[src/rtl/deglitch_pkg.sv]
package deglitch_pkg;
   // Recommended settings for a line that has not been programmed yet.
   localparam int unsigned DG_DEFAULT_COUNT = 9;
   localparam int unsigned DG_DEFAULT_SEL   = 4;

   // Width of a free-running prescaler able to produce a tick every
   // 2^(2^sel_w - 1) clocks.
   function automatic int unsigned dg_prescale_width(input int unsigned sel_w);
      return (1 << sel_w) - 1;
   endfunction
endpackage

[src/rtl/dg_sync.sv]
module dg_sync #(
   parameter int unsigned STAGES    = 2,
   parameter bit          RESET_VAL = 1'b0
) (
   input  logic clk,
   input  logic rst_n,
   input  logic pin_i,
   output logic sync_o,
   output logic valid_o
);
   if (STAGES < 2) begin : g_bad_stages
      $error("dg_sync: STAGES must be at least 2");
   end

   logic [STAGES-1:0] shift_q;
   logic [STAGES-1:0] vld_q;

   always_ff @(posedge clk or negedge rst_n) begin
      if (!rst_n) begin
         shift_q <= {STAGES{RESET_VAL}};
         vld_q   <= '0;
      end else begin
         shift_q <= {shift_q[STAGES-2:0], pin_i};
         vld_q   <= {vld_q[STAGES-2:0], 1'b1};
      end
   end

   assign sync_o  = shift_q[STAGES-1];
   assign valid_o = vld_q[STAGES-1];
endmodule

[src/rtl/dg_prescaler.sv]
module dg_prescaler
   import deglitch_pkg::*;
#(
   parameter int unsigned SEL_W = 4
) (
   input  logic             clk,
   input  logic             rst_n,
   input  logic [SEL_W-1:0] sel_i,
   output logic             tick_o
);
   localparam int unsigned PRE_W = dg_prescale_width(SEL_W);

   if (SEL_W < 1 || SEL_W > 5) begin : g_bad_sel
      $error("dg_prescaler: SEL_W must be between 1 and 5");
   end

   logic [PRE_W-1:0] presc_q;
   logic [PRE_W:0]   mask_wide;
   logic [PRE_W-1:0] mask;

   always_ff @(posedge clk or negedge rst_n) begin
      if (!rst_n) presc_q <= '0;
      else        presc_q <= presc_q + 1'b1;
   end

   // Ones in the low sel_i bits: a tick every 2^sel_i clocks.
   assign mask_wide = ({{PRE_W{1'b0}}, 1'b1} << sel_i) - 1'b1;
   assign mask      = mask_wide[PRE_W-1:0];
   assign tick_o    = ((presc_q & mask) == mask);

   p_tick_every_cycle_r4: assert property (@(posedge clk) disable iff (!rst_n)
      (sel_i == '0) |-> tick_o);
endmodule

[src/rtl/dg_stability.sv]
module dg_stability #(
   parameter int unsigned CNT_W       = 4,
   parameter bit          RESET_LEVEL = 1'b0
) (
   input  logic             clk,
   input  logic             rst_n,
   input  logic             sync_i,
   input  logic             valid_i,
   input  logic             tick_i,
   input  logic [CNT_W-1:0] count_i,
   output logic             level_o,
   output logic             primed_o
);
   if (CNT_W < 1) begin : g_bad_cnt
      $error("dg_stability: CNT_W must be at least 1");
   end

   logic             level_q;
   logic             primed_q;
   logic [CNT_W-1:0] stab_q;
   logic             differ;
   logic             bypass;

   assign differ = valid_i && (sync_i != level_q);
   assign bypass = (count_i == '0);

   always_ff @(posedge clk or negedge rst_n) begin
      if (!rst_n) begin
         level_q  <= RESET_LEVEL;
         primed_q <= 1'b0;
         stab_q   <= '0;
      end else if (!primed_q) begin
         stab_q <= '0;
         if (valid_i) begin
            level_q  <= sync_i;
            primed_q <= 1'b1;
         end
      end else if (bypass) begin
         level_q <= sync_i;
         stab_q  <= '0;
      end else if (!differ) begin
         stab_q <= '0;
      end else if (tick_i) begin
         if (stab_q >= count_i) begin
            level_q <= sync_i;
            stab_q  <= '0;
         end else begin
            stab_q <= stab_q + 1'b1;
         end
      end
   end

   assign level_o  = level_q;
   assign primed_o = primed_q;

   p_bypass_follows_r3: assert property (@(posedge clk) disable iff (!rst_n)
      (primed_q && bypass) |=> (level_q == $past(sync_i)));

   p_accept_on_tick_r4: assert property (@(posedge clk) disable iff (!rst_n)
      (primed_q && $past(primed_q) && (level_q != $past(level_q)))
         |-> $past(tick_i || bypass));

   p_hold_between_ticks_r5: assert property (@(posedge clk) disable iff (!rst_n)
      (primed_q && differ && !tick_i && !bypass) |=> $stable(level_q));

   p_restart_r6: assert property (@(posedge clk) disable iff (!rst_n)
      (!differ) |=> (stab_q == '0));
endmodule

[src/rtl/pin_deglitch.sv]
module pin_deglitch #(
   parameter int unsigned CNT_W       = 4,
   parameter int unsigned SEL_W       = 4,
   parameter int unsigned SYNC_STAGES = 2,
   parameter bit          RESET_LEVEL = 1'b0,
   parameter bit          PULSE_EN    = 1'b1
) (
   input  logic             clk,
   input  logic             rst_n,
   input  logic             pin_async,
   input  logic [CNT_W-1:0] cfg_count,
   input  logic [SEL_W-1:0] cfg_sel,
   output logic             level_o,
   output logic             change_o
);
   logic sync;
   logic sync_valid;
   logic tick;
   logic primed;

   dg_sync #(
      .STAGES    (SYNC_STAGES),
      .RESET_VAL (RESET_LEVEL)
   ) u_sync (
      .clk     (clk),
      .rst_n   (rst_n),
      .pin_i   (pin_async),
      .sync_o  (sync),
      .valid_o (sync_valid)
   );

   dg_prescaler #(
      .SEL_W (SEL_W)
   ) u_presc (
      .clk    (clk),
      .rst_n  (rst_n),
      .sel_i  (cfg_sel),
      .tick_o (tick)
   );

   dg_stability #(
      .CNT_W       (CNT_W),
      .RESET_LEVEL (RESET_LEVEL)
   ) u_stab (
      .clk      (clk),
      .rst_n    (rst_n),
      .sync_i   (sync),
      .valid_i  (sync_valid),
      .tick_i   (tick),
      .count_i  (cfg_count),
      .level_o  (level_o),
      .primed_o (primed)
   );

   if (PULSE_EN) begin : g_pulse
      logic lvl_prev_q;
      logic primed_prev_q;

      always_ff @(posedge clk or negedge rst_n) begin
         if (!rst_n) begin
            lvl_prev_q    <= RESET_LEVEL;
            primed_prev_q <= 1'b0;
         end else begin
            lvl_prev_q    <= level_o;
            primed_prev_q <= primed;
         end
      end

      assign change_o = primed_prev_q && (level_o != lvl_prev_q);

      p_pulse_marks_change_r7: assert property (@(posedge clk) disable iff (!rst_n)
         change_o |-> (level_o != $past(level_o)));
   end else begin : g_no_pulse
      assign change_o = 1'b0;
   end

   p_reset_state_r1: assert property (@(posedge clk)
      !rst_n |=> (level_o == RESET_LEVEL));
endmodule

[config.mk]
export PLATFORM = sky130hd
export DESIGN_NAME = pin_deglitch
export DESIGN_NICKNAME = d
export VERILOG_FILES = /design/src/rtl/deglitch_pkg.sv /design/src/rtl/dg_sync.sv /design/src/rtl/dg_prescaler.sv /design/src/rtl/dg_stability.sv /design/src/rtl/pin_deglitch.sv
export SDC_FILE = /design/constraint.sdc
export NUM_CORES = 1
export LEC_CHECK = 0
export BUFFER_PORTS_ARGS = -buffer_cell sky130_fd_sc_hd__buf_2
export CAP_MARGIN = 30
export CORE_AREA = 4 4 56 58
export CTS_BUF_LIST = sky130_fd_sc_hd__clkbuf_4
export DETAILED_ROUTE_END_ITERATION = 10
export DIE_AREA = 0 0 60 62
export GPL_ROUTABILITY_DRIVEN = 0
export HOLD_SLACK_MARGIN = 0.03
export PLACE_DENSITY_LB_ADDON = 0.25
export SLEW_MARGIN = 20
export SYNTH_ARGS = -nofsm -noshare
export SYNTH_HDL_FRONTEND = slang
export SYNTH_SLANG_ARGS = --single-unit
[constraint.sdc]
create_clock -name clk -period 2.86 [get_ports clk]
set_input_delay 0.572 -clock clk [delete_from_list [all_inputs] [get_ports clk]]
set_output_delay 0.572 -clock clk [all_outputs]
set_load 0.05 [all_outputs]
==> results.json <==
{
  "path_cells": "buf_2 -> nor3_1 -> nand2_1 -> ha_2 -> buf_4 -> xnor2_1 -> nor2_1 -> or4_4 -> o41ai_2 -> mux2_1",
  "start_util_pct": 56.63,
  "synth_compound_area_share_pct": 14.85,
  "wl_um": 2877,
  "rows": 19,
  "first_global_vias": 1132,
  "critPathMaxStageDelay_ps": 530,
  "setup_violations": 0,
  "dr.pass1.iters": 4,
  "slew-limit-headroom_pct": 53.20,
  "maxSlewViolCount": 0,
  "fin_nets": 187,
  "synth_top_family_by_area": "simple AND/OR/NAND/NOR gates",
  "h-tree-depth": 1,
  "holdCritPathClass": "in -> async",
  "via_per_inst": 5.844,
  "synth.distinct_cells": 46,
  "grt.total_usage_pct": 17.47,
  "fin_skew_ps": 3.400,
  "post_dp_cell_area_mm2": 0.001674,
  "post_cts_resized": 0,
  "cts_max_path_buffers": 2,
  "ys_ff_latch": 27,
  "synth.top_cells.by_area": "dfrtp_1 45%, xnor2_1 7.0%, ha_1 5.8%",
  "outcome": "finished, final reports clean",
  "die_y_um": 62,
  "arrival_ps": 2820,
  "drt_iter0_drc": 62,
  "yosys_warnings": 0,
  "synth_ff_type": "dfrtp_1",
  "syn2layout_area_growth_pct": 12.86,
  "path_clk_slew_ps": 140,
  "crit_path_start_kind": "input pin",
  "tightest_slew_ps": 695.6,
  "drc": 0,
  "ant_nets": 0,
  "synth.yosys.seq_area_share_pct": 44.81,
  "grt_pass1_wl_um": 4885,
  "final_area_mm2": 0.001702,
  "cts_setup_buffers": 0,
  "pin_count": 13,
  "reg2reg_slack_ps": 630,
  "syn_nets": 161,
  "cts-root-buf": "clkbuf_4",
  "io_buffers": 12,
  "rsz0062_at_grt": "false",
  "finalCriticalPeriod_ps": 2603,
  "synth_top_area_cell": "dfrtp_1",
  "grt_max_degree": 28,
  "synth_top_area_share_pct": 44.81,
  "syn_area_per_cell_um2": 10.54,
  "drive_gt1_share_pct": 22.02,
  "synth_edf_count": 0,
  "syn_area_mm2": 0.001508,
  "timing_hold_violations_final": 0,
  "fp.coreArea_mm2": 0.002663,
  "post_drt_wl_per_cell_um": 14.46,
  "synth_cells": 143,
  "crit_fanout": 7,
  "synth-xor-area-share_pct": 9.295,
  "fp.dieW_um": 60,
  "diodes": 0,
  "vias": 1163,
  "critPathKind": "in -> reg",
  "async_flop_share_pct": 100.0,
  "finalCritPeriodShare_pct": 91.01,
  "antenna_found_initial": 0,
  "drv_cap": 0,
  "p_total_mw": 0.6893,
  "numCtsBuffers": 3,
  "synth-simple-area-share_pct": 20.41,
  "yosys.area_share.adder_pct": 5.809,
  "powerDensity_mw_per_mm2": 405.1,
  "cp-end-kind": "flip-flop",
  "required_ps": 3070,
  "clk_latency_ps": 310,
  "fmax_mhz": 384.2,
  "clock-sinks": 27,
  "dieArea_mm2": 0.003720,
  "cts_hold_buf": 0,
  "cts_tree": "built",
  "ir_worst_vdd_uv": 340.4,
  "nFillCells": 209,
  "p_leak_nw": 0.7825,
  "dp_hpwl_um": 2290,
  "overflow": 0,
  "synthMuxAreaShare_pct": 0.7469,
  "crit_slowest_cell": "or4_4"
}
final timing paths:
kind / cells after the start / endpoint / startpoint
worst max-delay path: 10 / u_stab.level_o / cfg_sel[1]
worst min-delay path: 1 / u_sync.shift_q[0] / rst_n
worst max register to register: 8 / u_stab.level_o / u_stab.stab_q[0]
worst min register to register: 0 / u_sync.vld_q[1] / u_sync.vld_q[0]
max in group asynchronous: 1 / u_stab.stab_q[0] / rst_n
min in group clk: 1 / u_sync.shift_q[0] / pin_async
layer usage:
metal	up-vias	part of all wire, %	wire length, um	track usage [%]
met5	-	0	0	0
met2	18	45	1302	28.09
met3	4	3.6	104	2.273
li1	573	-	-	-
met4	0	1.1	33	6.013
met1	568	50	1437	24.50
Yosys cell counts (2+ instances only):
cell	number
dfrtp_1	27
xnor2_1	12
inv_1	8
nand2_1	8
ha_1	7
a21oi_1	6
nand3_1	6
nand4_1	5
nor2_1	5
xor2_1	4
a211oi_1	3
a21o_1	3
and4_1	3
nand2b_1	3
nor2b_1	3
nor3_1	3
and2_1	2
buf_6	2
nor4_1	2
o21a_1	2
o21ai_0	2
o31ai_1	2
or4_4	2
cell type report:
type | instances | area [um^2] | share of cell area [%]
timing repair buffer | 24 | 150.1 | 8.824
inverter | 8 | 30.03 | 1.765
clock inverter | 1 | 5.005 | 0.2941
tap | 31 | 38.79 | 2.279
sequential | 27 | 675.6 | 39.71
clock buffer | 3 | 22.52 | 1.324
multi-input combinational | 105 | 779.5 | 45.81
layout by cell type, fill, tap and decap left out, types with 2 or more instances in the layout:
cell	count
buf_4	12
o21a_1	2
ha_1	6
a21o_1	3
buf_2	12
a21oi_1	6
or4_4	2
nand2_1	8
xnor2_1	12
a211oi_1	3
nor3_1	3
o21ai_0	2
nand2b_1	3
dfrtp_1	27
xor2_1	4
and4_1	3
nor4_1	2
nand4_1	5
inv_1	8
and2_1	2
nor2b_1	3
clkbuf_4	3
nand3_1	6
nor2_1	4
o31ai_1	2
where the power goes:
| part | switching, mW | total (mW) | internal [mW] |
|---|---|---|---|
| Sequential | 0.00779 | 0.399 | 0.391 |
| Combinational | 0.0839 | 0.132 | 0.0484 |
| Clock | 0.106 | 0.158 | 0.0523 |
| Total | 0.198 | 0.689 | 0.492 |
registers in the layout, summed over array words and instances, names as in the netlist:
name	count
u_presc.presc_q	15
u_stab.stab_q	4
u_sync.shift_q	2
u_sync.vld_q	2
g_pulse.lvl_prev_q	1
g_pulse.primed_prev_q	1
u_stab.level_o	1
u_stab.primed_o	1
stage by stage:
stage	utilization (%)	TNS [ps]	hold slack [ps]	instances	setup WS [ps]
floorplan	-	0	276.4	143	27.17
global placement	62.88	-29.36	333.4	195	-29.36
detailed placement	62.88	-75.08	341.9	195	-75.08
CTS	63.91	0	247.6	199	274.0
global route	63.91	0	254.5	199	201.9
finish	63.91	0	227.7	199	257.2
worst max-delay path: cells and delay by family:
family	cells	cell delay [ps]
simple gates	4	870
mux	1	340
compound gates	1	330
buf+inv	2	290
fa+ha+maj	1	200
xor+xnor	1	200
logic make-up (layout without fill, tap and decap cells):
| group | count (synthesis) | after routing |
|---|---|---|
| and+or+nand+nor | 51 | 51 |
| AOI/OAI and AO/OA | 29 | 29 |
| DFF | 27 | 27 |
| xor gates and xnor gates | 16 | 16 |
| buffers and inverters | 11 | 36 |
| adders and majority gates | 7 | 7 |
| other | 1 | 1 |
| muxes | 1 | 1 |
Power figures use the tool's default switching activity.
